`config.mk`:
```
export PLATFORM = sky130hd
export DESIGN_NAME = synth_cfg_port
export DESIGN_NICKNAME = d
export VERILOG_FILES = /design/src/rtl/synth_cfg_pkg.sv /design/src/rtl/cfg_edge_det.sv /design/src/rtl/cfg_word_decode.sv /design/src/rtl/synth_cfg_port.sv
export SDC_FILE = /design/constraint.sdc
export NUM_CORES = 1
export LEC_CHECK = 0
export ABC_AREA = 1
export BUFFER_PORTS_ARGS = -buffer_cell sky130_fd_sc_hd__buf_2
export CAP_MARGIN = 30
export CORE_MARGIN = 5
export CORE_UTILIZATION = 50
export DETAILED_ROUTE_END_ITERATION = 10
export PLACE_DENSITY_LB_ADDON = 0.25
export SLEW_MARGIN = 20
export SYNTH_ARGS = -nofsm -noshare
export SYNTH_HDL_FRONTEND = slang
export SYNTH_SLANG_ARGS = --single-unit
```
`constraint.sdc`:
```
create_clock -name clk -period 2.1 [get_ports clk]
set_input_delay 0.105 -clock clk [delete_from_list [all_inputs] [get_ports clk]]
set_output_delay 0.105 -clock clk [all_outputs]
set_load 0.005 [all_outputs]
```
`src/rtl/synth_cfg_pkg.sv`:
```
package synth_cfg_pkg;
    // target bit value carried in the last bit of a serial word
    typedef enum logic {
        TGT_REF = 1'b0,
        TGT_DIV = 1'b1
    } cfg_tgt_e;
endpackage

```
`src/rtl/cfg_edge_det.sv`:
```
// Per-bit rising-edge detector; history resets high so no edge is seen at reset release.
module cfg_edge_det #(
    parameter int N = 2
) (
    input  logic         clk,
    input  logic         rst,
    input  logic [N-1:0] sig,
    output logic [N-1:0] rise
);
    logic [N-1:0] hist_q;

    for (genvar i = 0; i < N; i++) begin : g_bit
        always_ff @(posedge clk or posedge rst) begin
            if (rst) hist_q[i] <= 1'b1;
            else     hist_q[i] <= sig[i];
        end
        assign rise[i] = sig[i] & ~hist_q[i];
    end
endmodule

```
`src/rtl/cfg_word_decode.sv`:
```
// Splits a shifted word into its target and fields, clamping counts to their minimums.
module cfg_word_decode
    import synth_cfg_pkg::*;
#(
    parameter int M_W   = 13,
    parameter int S_W   = 5,
    parameter int R_W   = 13,
    parameter int M_MIN = 32,
    parameter int R_MIN = 2,
    localparam int SR_W = M_W + S_W + 1
) (
    input  logic [SR_W-1:0] word,
    output cfg_tgt_e        tgt,
    output logic [M_W-1:0]  m_val,
    output logic [S_W-1:0]  s_val,
    output logic [R_W-1:0]  r_val
);
    logic [M_W-1:0] m_raw;
    logic [R_W-1:0] r_raw;

    always_comb begin
        tgt   = cfg_tgt_e'(word[0]);
        m_raw = word[SR_W-1 -: M_W];
        s_val = word[S_W:1];
        r_raw = word[R_W:1];
        m_val = (m_raw < M_W'(M_MIN)) ? M_W'(M_MIN) : m_raw;
        r_val = (r_raw < R_W'(R_MIN)) ? R_W'(R_MIN) : r_raw;
    end
endmodule

```
`src/rtl/synth_cfg_port.sv`:
```
module synth_cfg_port
    import synth_cfg_pkg::*;
#(
    parameter int M_W   = 13,
    parameter int S_W   = 5,
    parameter int R_W   = 13,
    parameter int M_MIN = 32,
    parameter int R_MIN = 2,
    parameter int DEF_M = 324,
    parameter int DEF_S = 4,
    parameter int DEF_R = 1280,
    localparam int SR_W = M_W + S_W + 1,
    localparam int T_W  = M_W + S_W
) (
    input  logic           clk,
    input  logic           rst,
    input  logic           ser_data,
    input  logic           ser_clk,
    input  logic           ser_le,
    input  logic           run_en,
    output logic [M_W-1:0] main_cnt,
    output logic [S_W-1:0] swallow_cnt,
    output logic [T_W-1:0] total_div,
    output logic [R_W-1:0] ref_cnt,
    output logic           update_pulse,
    output logic           standby
);
    typedef struct packed {
        logic [SR_W-1:0] shreg;
        logic [M_W-1:0]  m;
        logic [S_W-1:0]  s;
        logic [R_W-1:0]  r;
        logic            pulse;
        logic            stby;
    } state_t;

    state_t st_d, st_q;

    logic [1:0]     rise;
    logic           sclk_rise, le_rise;
    cfg_tgt_e       dec_tgt;
    logic [M_W-1:0] dec_m;
    logic [S_W-1:0] dec_s;
    logic [R_W-1:0] dec_r;

    cfg_edge_det #(.N(2)) u_edge (
        .clk  (clk),
        .rst  (rst),
        .sig  ({ser_le, ser_clk}),
        .rise (rise)
    );
    assign sclk_rise = rise[0];
    assign le_rise   = rise[1];

    cfg_word_decode #(
        .M_W(M_W), .S_W(S_W), .R_W(R_W), .M_MIN(M_MIN), .R_MIN(R_MIN)
    ) u_dec (
        .word  (st_q.shreg),
        .tgt   (dec_tgt),
        .m_val (dec_m),
        .s_val (dec_s),
        .r_val (dec_r)
    );

    always_comb begin
        st_d       = st_q;
        st_d.pulse = 1'b0;
        st_d.stby  = ~run_en;
        if (sclk_rise && !ser_le) begin
            st_d.shreg = {st_q.shreg[SR_W-2:0], ser_data};
        end
        if (le_rise) begin
            st_d.pulse = 1'b1;
            if (dec_tgt == TGT_DIV) begin
                st_d.m = dec_m;
                st_d.s = dec_s;
            end else begin
                st_d.r = dec_r;
            end
        end
    end

    always_ff @(posedge clk or posedge rst) begin
        if (rst) begin
            st_q.shreg <= '0;
            st_q.m     <= M_W'(DEF_M);
            st_q.s     <= S_W'(DEF_S);
            st_q.r     <= R_W'(DEF_R);
            st_q.pulse <= 1'b0;
            st_q.stby  <= 1'b1;
        end else begin
            st_q <= st_d;
        end
    end

    assign main_cnt     = st_q.m;
    assign swallow_cnt  = st_q.s;
    assign total_div    = {st_q.m, st_q.s};
    assign ref_cnt      = st_q.r;
    assign update_pulse = st_q.pulse;
    assign standby      = st_q.stby;
endmodule

```
==> results of run 1 <==
## per-layer routing
metal,GRT usage (%),vias to the layer above,routed length (microns)
met3,3.251,6,231
met1,19.01,712,2024
met5,0,-,0
met4,4.392,0,60
li1,-,804,-
met2,22.27,37,1866
## cells in the final DEF, fill, tap and decap left out, types with 6 or more instances in the layout
cell type	n
nor2_1	14
inv_1	23
buf_2	56
dfstp_2	9
dfrtp_1	45
o21ai_0	33
clkbuf_8	6
nand2_1	64
o21ai_1	10
## layout make-up
type / count / area share, %
well taps: 67 / 3.291
repair buffers: 61 / 12.77
clock buffers: 7 / 3.389
inverters: 26 / 3.831
multi-input cells: 131 / 23.04
clock inverters: 1 / 0.1965
flip-flops and latches: 54 / 53.49
## power by group
group          switching (mW)  internal (mW)
sequential              0.184           1.34
combinational           0.448          0.362
clock                   0.319          0.267
## state kept, by name, summed over array words and instances (netlist names)
signal	cells
ref_cnt	13
st_q	19
swallow_cnt	5
update_pulse	1
u_edge.hist_q	2
standby	1
main_cnt	13
## worst min-delay path by stage
| stage | endpoint | cells past startpoint |
|---|---|---|
| 2_1_floorplan | u_edge.hist_q[0] | 0 |
| 3_3_place_gp | standby | 2 |
| 3_5_place_dp | standby | 2 |
| 4_1_cts | main_cnt[7] | 3 |
| 5_1_grt | main_cnt[1] | 3 |
| 6_report | main_cnt[1] | 3 |
## worst max-delay path: stages
cell and delay [ps]:
dlygate4sd3_1 520, buf_2 120, inv_2 50, nor2_4 140, nand2_4 210, inv_2 180, nand2_1 70, nor2_1 100
nor2_1 50
## metrics by stage
stage / area, sq um / std cells / worst slack, ps
2_1_floorplan: 2495 / 269 / 695.3
3_3_place_gp: 2426 / 336 / 884.6
3_5_place_dp: 2426 / 336 / 836.4
4_1_cts: 2547 / 347 / 750.8
5_1_grt: 2547 / 347 / 625.5
6_report: 2547 / 347 / 757.0
## cells in the mapped netlist
| library cell | number |
|---|---|
| dfstp_2 | 9 |
| buf_4 | 51 |
| nor2_4 | 1 |
| o21ai_1 | 10 |
| inv_2 | 2 |
| dfrtp_1 | 45 |
| nand2_1 | 64 |
| nand3b_1 | 1 |
| a21oi_1 | 2 |
| clkbuf_2 | 1 |
| nand2_4 | 2 |
| nor2_1 | 14 |
| inv_1 | 24 |
| o21ai_0 | 33 |
| o21ai_2 | 2 |
| buf_6 | 5 |
| clkbuf_1 | 1 |
| nand3_1 | 2 |
## logic make-up (layout without fill, tap and decap cells)
| kind of cell | Yosys count | in the layout | share of synthesized area [%] |
|---|---|---|---|
| compound gates | 47 | 47 | 9.729 |
| buf+inv | 84 | 95 | 21.87 |
| flops | 54 | 54 | 54.61 |
| simple gates | 84 | 84 | 13.79 |
==> results.cfg, run 1 <==
[status]
outcome = finished, violations left
violations = hold timing

[cells_and_area]
fillers = 456
area_growth_pct = 2.106
final_nets = 285
regArea_sq_mm = 0.001363
drive_gt1_share_pct = 29.29
multi_input_area_sq_um = 586.8
antenna_cells = 0
final_util_pct = 53.23

[flow_run]
drv_cap = 0

[power]
leakage_nw = 1.349
total_power_mw = 2.920
peakVddDrop_uv = 564.6
powerDensity_mw_per_mm2 = 1146

[global_routing]
grt_first_pass_wirelength_microns = 7038
track_usage_pct = 14.02
antenna_found_initial = 0
grt_pass1_vias = 1512
grt_overflow = 0
grt_max_degree = 55

[routing]
viasPerCell = 4.493
drc = 0
dr_total_vias = 1559
wirelength_microns = 4182
drtAntennaViolNets = 0
routedWlPerCell_microns = 12.05
first_iter_violations = 62
first_pass_iters = 4

[cts]
clk_pin_slew_ps = 90
cts_tree = built
ctsHtreeMaxLevel = 2
root_buffer = clkbuf_8
ctsResizeCount = 0
insertion_delay_ps = 300
max-clock-path-buffers = 2
cts_hold_buffers = 3
numCtsBuffers = 5
cts.sinks = 54
postCtsSetupRepairBufs = 0

[place]
dp_hpwl_microns = 2888
io_buffer_count = 56
gp_congestion = 0.7708

[setup_path]
crit_end = main_cnt[5]
r2r-end = main_cnt[4]
crit_type = primary input to flop
reg2reg_depth = 4
rr_startpoint = st_q[45]
cp-start-kind = primary input
setup.worst_path.end_class = flop
rrSetupSlack_ps = 820
required_ps = 2300
cp.arrival_ps = 1540
path_max_fanout = 30
startpoint = ser_le

[logic_synthesis]
synth_area_leader_cell = dfrtp_1
syn_nets = 275
synth.distinct_cells = 18
synth_top_area_share_pct = 45.14
seq_area_frac_synth_pct = 54.61
synth_seq_cells = 54
yosys_warnings = 0
synth_cells = 269
synth.avg_cell_area_sq_um = 9.275
synth.area.top_cells = dfrtp_1 (45%), buf_4 (15%), nand2_1 (9.6%), dfstp_2 (9.5%), o21ai_0 (6.6%)
syn-cell-area_sq_mm = 0.002495

[timing]
worstMarginPinSlew_ps = 662.7
whs_ps = -41.52
setup_violations = 0
rsz0062_at_grt = false
finalSetupTns_ps = 0
skew_ps = 5.983
clock.fmax_ghz = 0.7446
layout_min_cycle_time_ps = 1343
report.final.slew_viol_count = 0
period_share_pct = 63.95
maxSlewHeadroom_pct = 55.82
hold_viol_final = 45

[floorplan]
num_rows = 25
die_h_microns = 80.64
die_w_microns = 80.64
dieArea_sq_mm = 0.006503
ios = 57
core-area_sq_mm = 0.004786
start_util_pct = 52.13

[hold_path]
min_path_type = primary input to async pin
Power figures use the tool's default switching activity.
==> run 2, diff against run 1 <==
Settings changed: CORE_UTILIZATION 50 to 48.
Clock period 2.1 ns to 1.2 ns, I/O delays scaled along.
==> run 2 against run 1 <==
  * The flow now finishes without violations
  * Utilization up 1.8 points
  * Combinational power is 94% higher
  * Cell count is 4.9% higher
  * Critical path type is now flop to flop
==> results.cfg, run 2 (same netlist as run 1, synthesis figures left out) <==
[floorplan]
core-area_sq_mm = 0.005075
start_util_pct = 49.16
die_w_microns = 82.10
die_h_microns = 82.10
num_rows = 26
dieArea_sq_mm = 0.006740
ios = 57

[timing]
report.final.slew_viol_count = 0
period_share_pct = 99.82
skew_ps = 9.768
hold_viol_final = 0
setup_violations = 0
clock.fmax_ghz = 0.8348
worstMarginPinSlew_ps = 283.8
maxSlewHeadroom_pct = 81.08
rsz0062_at_grt = true
finalSetupTns_ps = 0
layout_min_cycle_time_ps = 1198

[routing]
drc = 0
drtAntennaViolNets = 0
wirelength_microns = 4667
dr_total_vias = 1659
first_iter_violations = 62
first_pass_iters = 4
routedWlPerCell_microns = 12.82
viasPerCell = 4.558

[hold_path]
min_path_type = primary input to flop
holdPathStages = 3

[flow_run]
drv_cap = 0

[cts]
root_buffer = clkbuf_8
max-clock-path-buffers = 2
clk_pin_slew_ps = 90
ctsHtreeMaxLevel = 2
cts.sinks = 54
insertion_delay_ps = 300
numCtsBuffers = 5
cts_tree = built

[setup_path]
path_max_fanout = 19
cp.arrival_ps = 1420
cp-start-kind = flop
rrSetupSlack_ps = 2
startpoint = u_edge.hist_q[0]
setup.worst_path.end_class = flop
reg2reg_depth = 5
crit_end = st_q[42]
rr_startpoint = u_edge.hist_q[0]
crit_type = flop to flop
required_ps = 1420
r2r-end = st_q[42]

[cells_and_area]
final_nets = 299
area_growth_pct = 11.99
layout_commonest_cell = nand2_1
drive_gt1_share_pct = 31.63
final_area_sq_mm = 0.002794
multi_input_area_sq_um = 608.1
layout_common_cells = nand2_1 (64), buf_2 (55), dfrtp_1 (45)
antenna_cells = 0
fillers = 482
regArea_sq_mm = 0.001363
largest_register_ffs = 19
largest-register = st_q

[status]
outcome = finished, final reports clean

[power]
powerDensity_mw_per_mm2 = 1870
total_power_mw = 5.225
leakage_nw = 1.452
peakVddDrop_uv = 760.2

[place]
gp_congestion = 0.7395
dp_hpwl_microns = 3098
io_buffer_count = 56
placedInstanceArea_sq_mm = 0.002509

[global_routing]
grt_first_pass_wirelength_microns = 7134
grt_max_degree = 55
grt_overflow = 0
track_usage_pct = 13.93
grt_pass1_vias = 1526
antenna_found_initial = 0
run 2: changes by cell type in the layout (fill, tap and decap cells not counted), sizes merged:
| cell | previous run | this run |
|---|---|---|
| buf | 58 | 67 |
| clkbuf | 7 | 11 |
| clkinv | 1 | 0 |
| clkinvlp | 0 | 1 |
| dlygate4sd3 | 3 | 4 |
| dlymetal6s4s | 0 | 1 |
| inv | 26 | 25 |
run 2: routing by layer:
metal | wire length (microns) | GRT usage (%)
met5 | 0 | 0
met4 | 66 | 4.983
met3 | 276 | 3.905
met2 | 2081 | 20.44
met1 | 2243 | 19.75
run 2: how the worst min path moves through the flow:
stage                        start                to  slack (ps)
after CTS                 ser_data          st_q[33]           7
after detailed placement       rst          st_q[34]         160
after global placement         rst          st_q[49]         150
after floorplan            ser_clk  u_edge.hist_q[0]          60
after global routing      ser_data          st_q[33]           7
final                     ser_data          st_q[33]           3
run 2: power breakdown:
group | total, mW | internal [mW] | switching [mW]
clock | 0.965 | 0.416 | 0.549
combinational | 1.57 | 0.755 | 0.819
sequential | 2.69 | 2.35 | 0.339
total | 5.22 | 3.52 | 1.71
run 2: area by class of cell:
cell class,count,share of cell area (%)
Clock buffer,8,2.866
Tap cell,70,3.135
Multi-Input combinational cell,131,21.76
Timing Repair Buffer,75,19.57
Inverter,26,3.896
Sequential cell,54,48.77
run 2: metrics by stage:
step | hold slack (ps) | setup slack (ps) | utilization, % | std cells
floorplan | 64.48 | 126.8 | - | 269
global placement | 154.6 | 100.5 | 49.43 | 344
detailed placement | 158.1 | 85.92 | 49.43 | 344
CTS | 6.897 | 50.50 | 51.80 | 356
global route | 7.313 | -43.66 | 55.05 | 364
finish | 2.862 | 2.135 | 55.05 | 364
run 2: worst max-delay path, cell delays in order (launching register included):
cell,delay (ps)
dfstp_2,520
nand3b_1,160
buf_12,140
clkbuf_16,160
nand2_1,60
o21ai_0,70
run 2: what timing repair did:
| item | in CTS | in global routing |
|---|---|---|
| setup endpoints to repair | 0 | 9 |
| setup buffers | 0 | 5 |
| gates resized for setup | 0 | 12 |
| endpoints found under the hold margin | 48 | 1 |
| hold buffers | 4 | 1 |
==> run 3, diff against run 2 <==
Settings changed: ABC_CLOCK_PERIOD_IN_PS set to 1200, BUFFER_PORTS_ARGS -buffer_cell sky130_fd_sc_hd__buf_2 to not set, CORE_UTILIZATION 48 to 50, DONT_BUFFER_PORTS set to 1.
==> run 3 against run 2 <==
  * Via count down 16%
  * Cell count down 18%
  * Cell area down 15%
  * Critical path depth down 1
  * Fmax up 6.0%
  * Hold slack better by 200 ps
  * Sequential power up 5%
  * Sequential share of layout area up 8.3 points
  * Flip-flop and latch count unchanged
  * Clock power up 22%
  * Die area down 3.5%
  * Clock-buffer cell count down 3
  * Highest routed layer unchanged
==> results.cfg, run 3 (same netlist as run 1, synthesis figures left out) <==
[cells_and_area]
layout_commonest_cell = nand2_1
largest_register_ffs = 19
layout_common_cells = nand2_1 (64), dfrtp_1 (45), o21ai_0 (33)
fillers = 446
regArea_sq_mm = 0.001363
area_growth_pct = -4.363
drive_gt1_share_pct = 14.29
antenna_cells = 0
largest-register = st_q
final_cells = 298
multi_input_area_sq_um = 589.3
final_nets = 236

[timing]
layout_min_cycle_time_ps = 1130
clock.fmax_ghz = 0.8848
report.final.slew_viol_count = 0
skew_ps = 5.772
maxSlewHeadroom_pct = 76.84
rsz0062_at_grt = true
worstMarginPinSlew_ps = 346.6
hold_viol_final = 0
setup_violations = 0
period_share_pct = 94.18
finalSetupTns_ps = 0

[floorplan]
core-area_sq_mm = 0.004786
die_w_microns = 80.64
start_util_pct = 52.13
dieArea_sq_mm = 0.006503
die_h_microns = 80.64
ios = 57
num_rows = 25

[cts]
clk_pin_slew_ps = 90
insertion_delay_ps = 300
numCtsBuffers = 5
cts_tree = built
cts.sinks = 54
postCtsSetupRepairBufs = 0
ctsHtreeMaxLevel = 2
root_buffer = clkbuf_8
max-clock-path-buffers = 2

[routing]
first_pass_iters = 5
routedWlPerCell_microns = 13.59
drc = 0
wirelength_microns = 4049
dr_total_vias = 1389
first_iter_violations = 110
viasPerCell = 4.661
drtAntennaViolNets = 0

[global_routing]
grt_first_pass_wirelength_microns = 7024
track_usage_pct = 14.04
antenna_found_initial = 0
grt_overflow = 0
grt_max_degree = 39
grt_pass1_vias = 1381

[place]
io_buffer_count = 0
post-place-cells = 285
gp_congestion = 0.7780
dp_hpwl_microns = 2888

[power]
peakVddDrop_uv = 883.2
leakage_nw = 1.129
powerDensity_mw_per_mm2 = 2062
total_power_mw = 4.920

[setup_path]
required_ps = 1430
setup.worst_path.end_class = flop
cp-start-kind = flop
path_max_fanout = 38
crit_type = flop to flop
cp.arrival_ps = 1360

[hold_path]
min_path_type = primary input to async pin

[flow_run]
drv_cap = 0

[status]
outcome = finished, final reports clean
## run 3: changes by cell type in the layout (fill, tap and decap cells not counted), sizes merged
cell	delta
clkbuf	-6
dlymetal6s4s	-1
bufinv	+1
clkinv	+2
dlygate4sd3	+1
buf	-60
## run 3: path summary, 6_finish.rpt
path	from	endpoint	slack (ps)	cells past startpoint
min in group clk	ser_clk	st_q[36]	200	3
max in group asynchronous	rst	u_edge.hist_q[1]	430	3
hold reg to reg	st_q[48]	st_q[48]	490	2
hold / removal	rst	st_q[37]	200	2
setup / recovery	u_edge.hist_q[0]	st_q[33]	70	4
setup reg to reg	u_edge.hist_q[0]	st_q[33]	70	4
## run 3: critical path, stage by stage (launching register included)
cell and delay [ps]:
dfstp_2 520, nand3b_1 140, buf_12 200, nor2_1 70, a21oi_1 120
## run 3: where the power goes
group	internal, mW	switching (mW)	total, mW
Clock	0.614	0.565	1.18
Combinational	0.367	0.558	0.925
Sequential	2.35	0.466	2.82
## run 3: cell type report
class                           count  share of cell area [%]
Clock buffer                        5                   2.884
Clock inverter                      3                   1.678
Inverter                           26                   4.247
Multi-Input combinational cell    131                   24.70
Sequential cell                    54                   57.11
Tap cell                           67                   3.513
Timing Repair Buffer               12                   5.873
## run 3: timing repair
action	CTS	global route
hold buffers	5	0
endpoints found under the hold margin	53	0
endpoints found under the setup margin	0	7
gates resized for setup	0	1
## run 3: routing by layer
layer  up-vias  wire, microns  share of wire [%]  track usage (%)
met1       642           1898                 47            19.06
li1        706              -                  -                -
met2        35           1829                 45            21.11
met3         6            275                6.8            5.381
met5         -              0                  0                0
met4         0             46                1.1            3.547
## run 3: stage by stage
step	area (sq um)	hold slack, ps	util, %	setup WS, ps
global route	2386	211.5	49.86	-1.813
CTS	2384	187.6	49.80	28.88
detailed placement	2225	-71.78	46.48	45.12
global placement	2225	-77.57	46.48	70.40
finish	2386	201.5	49.86	69.85
floorplan	2499	64.48	-	126.8
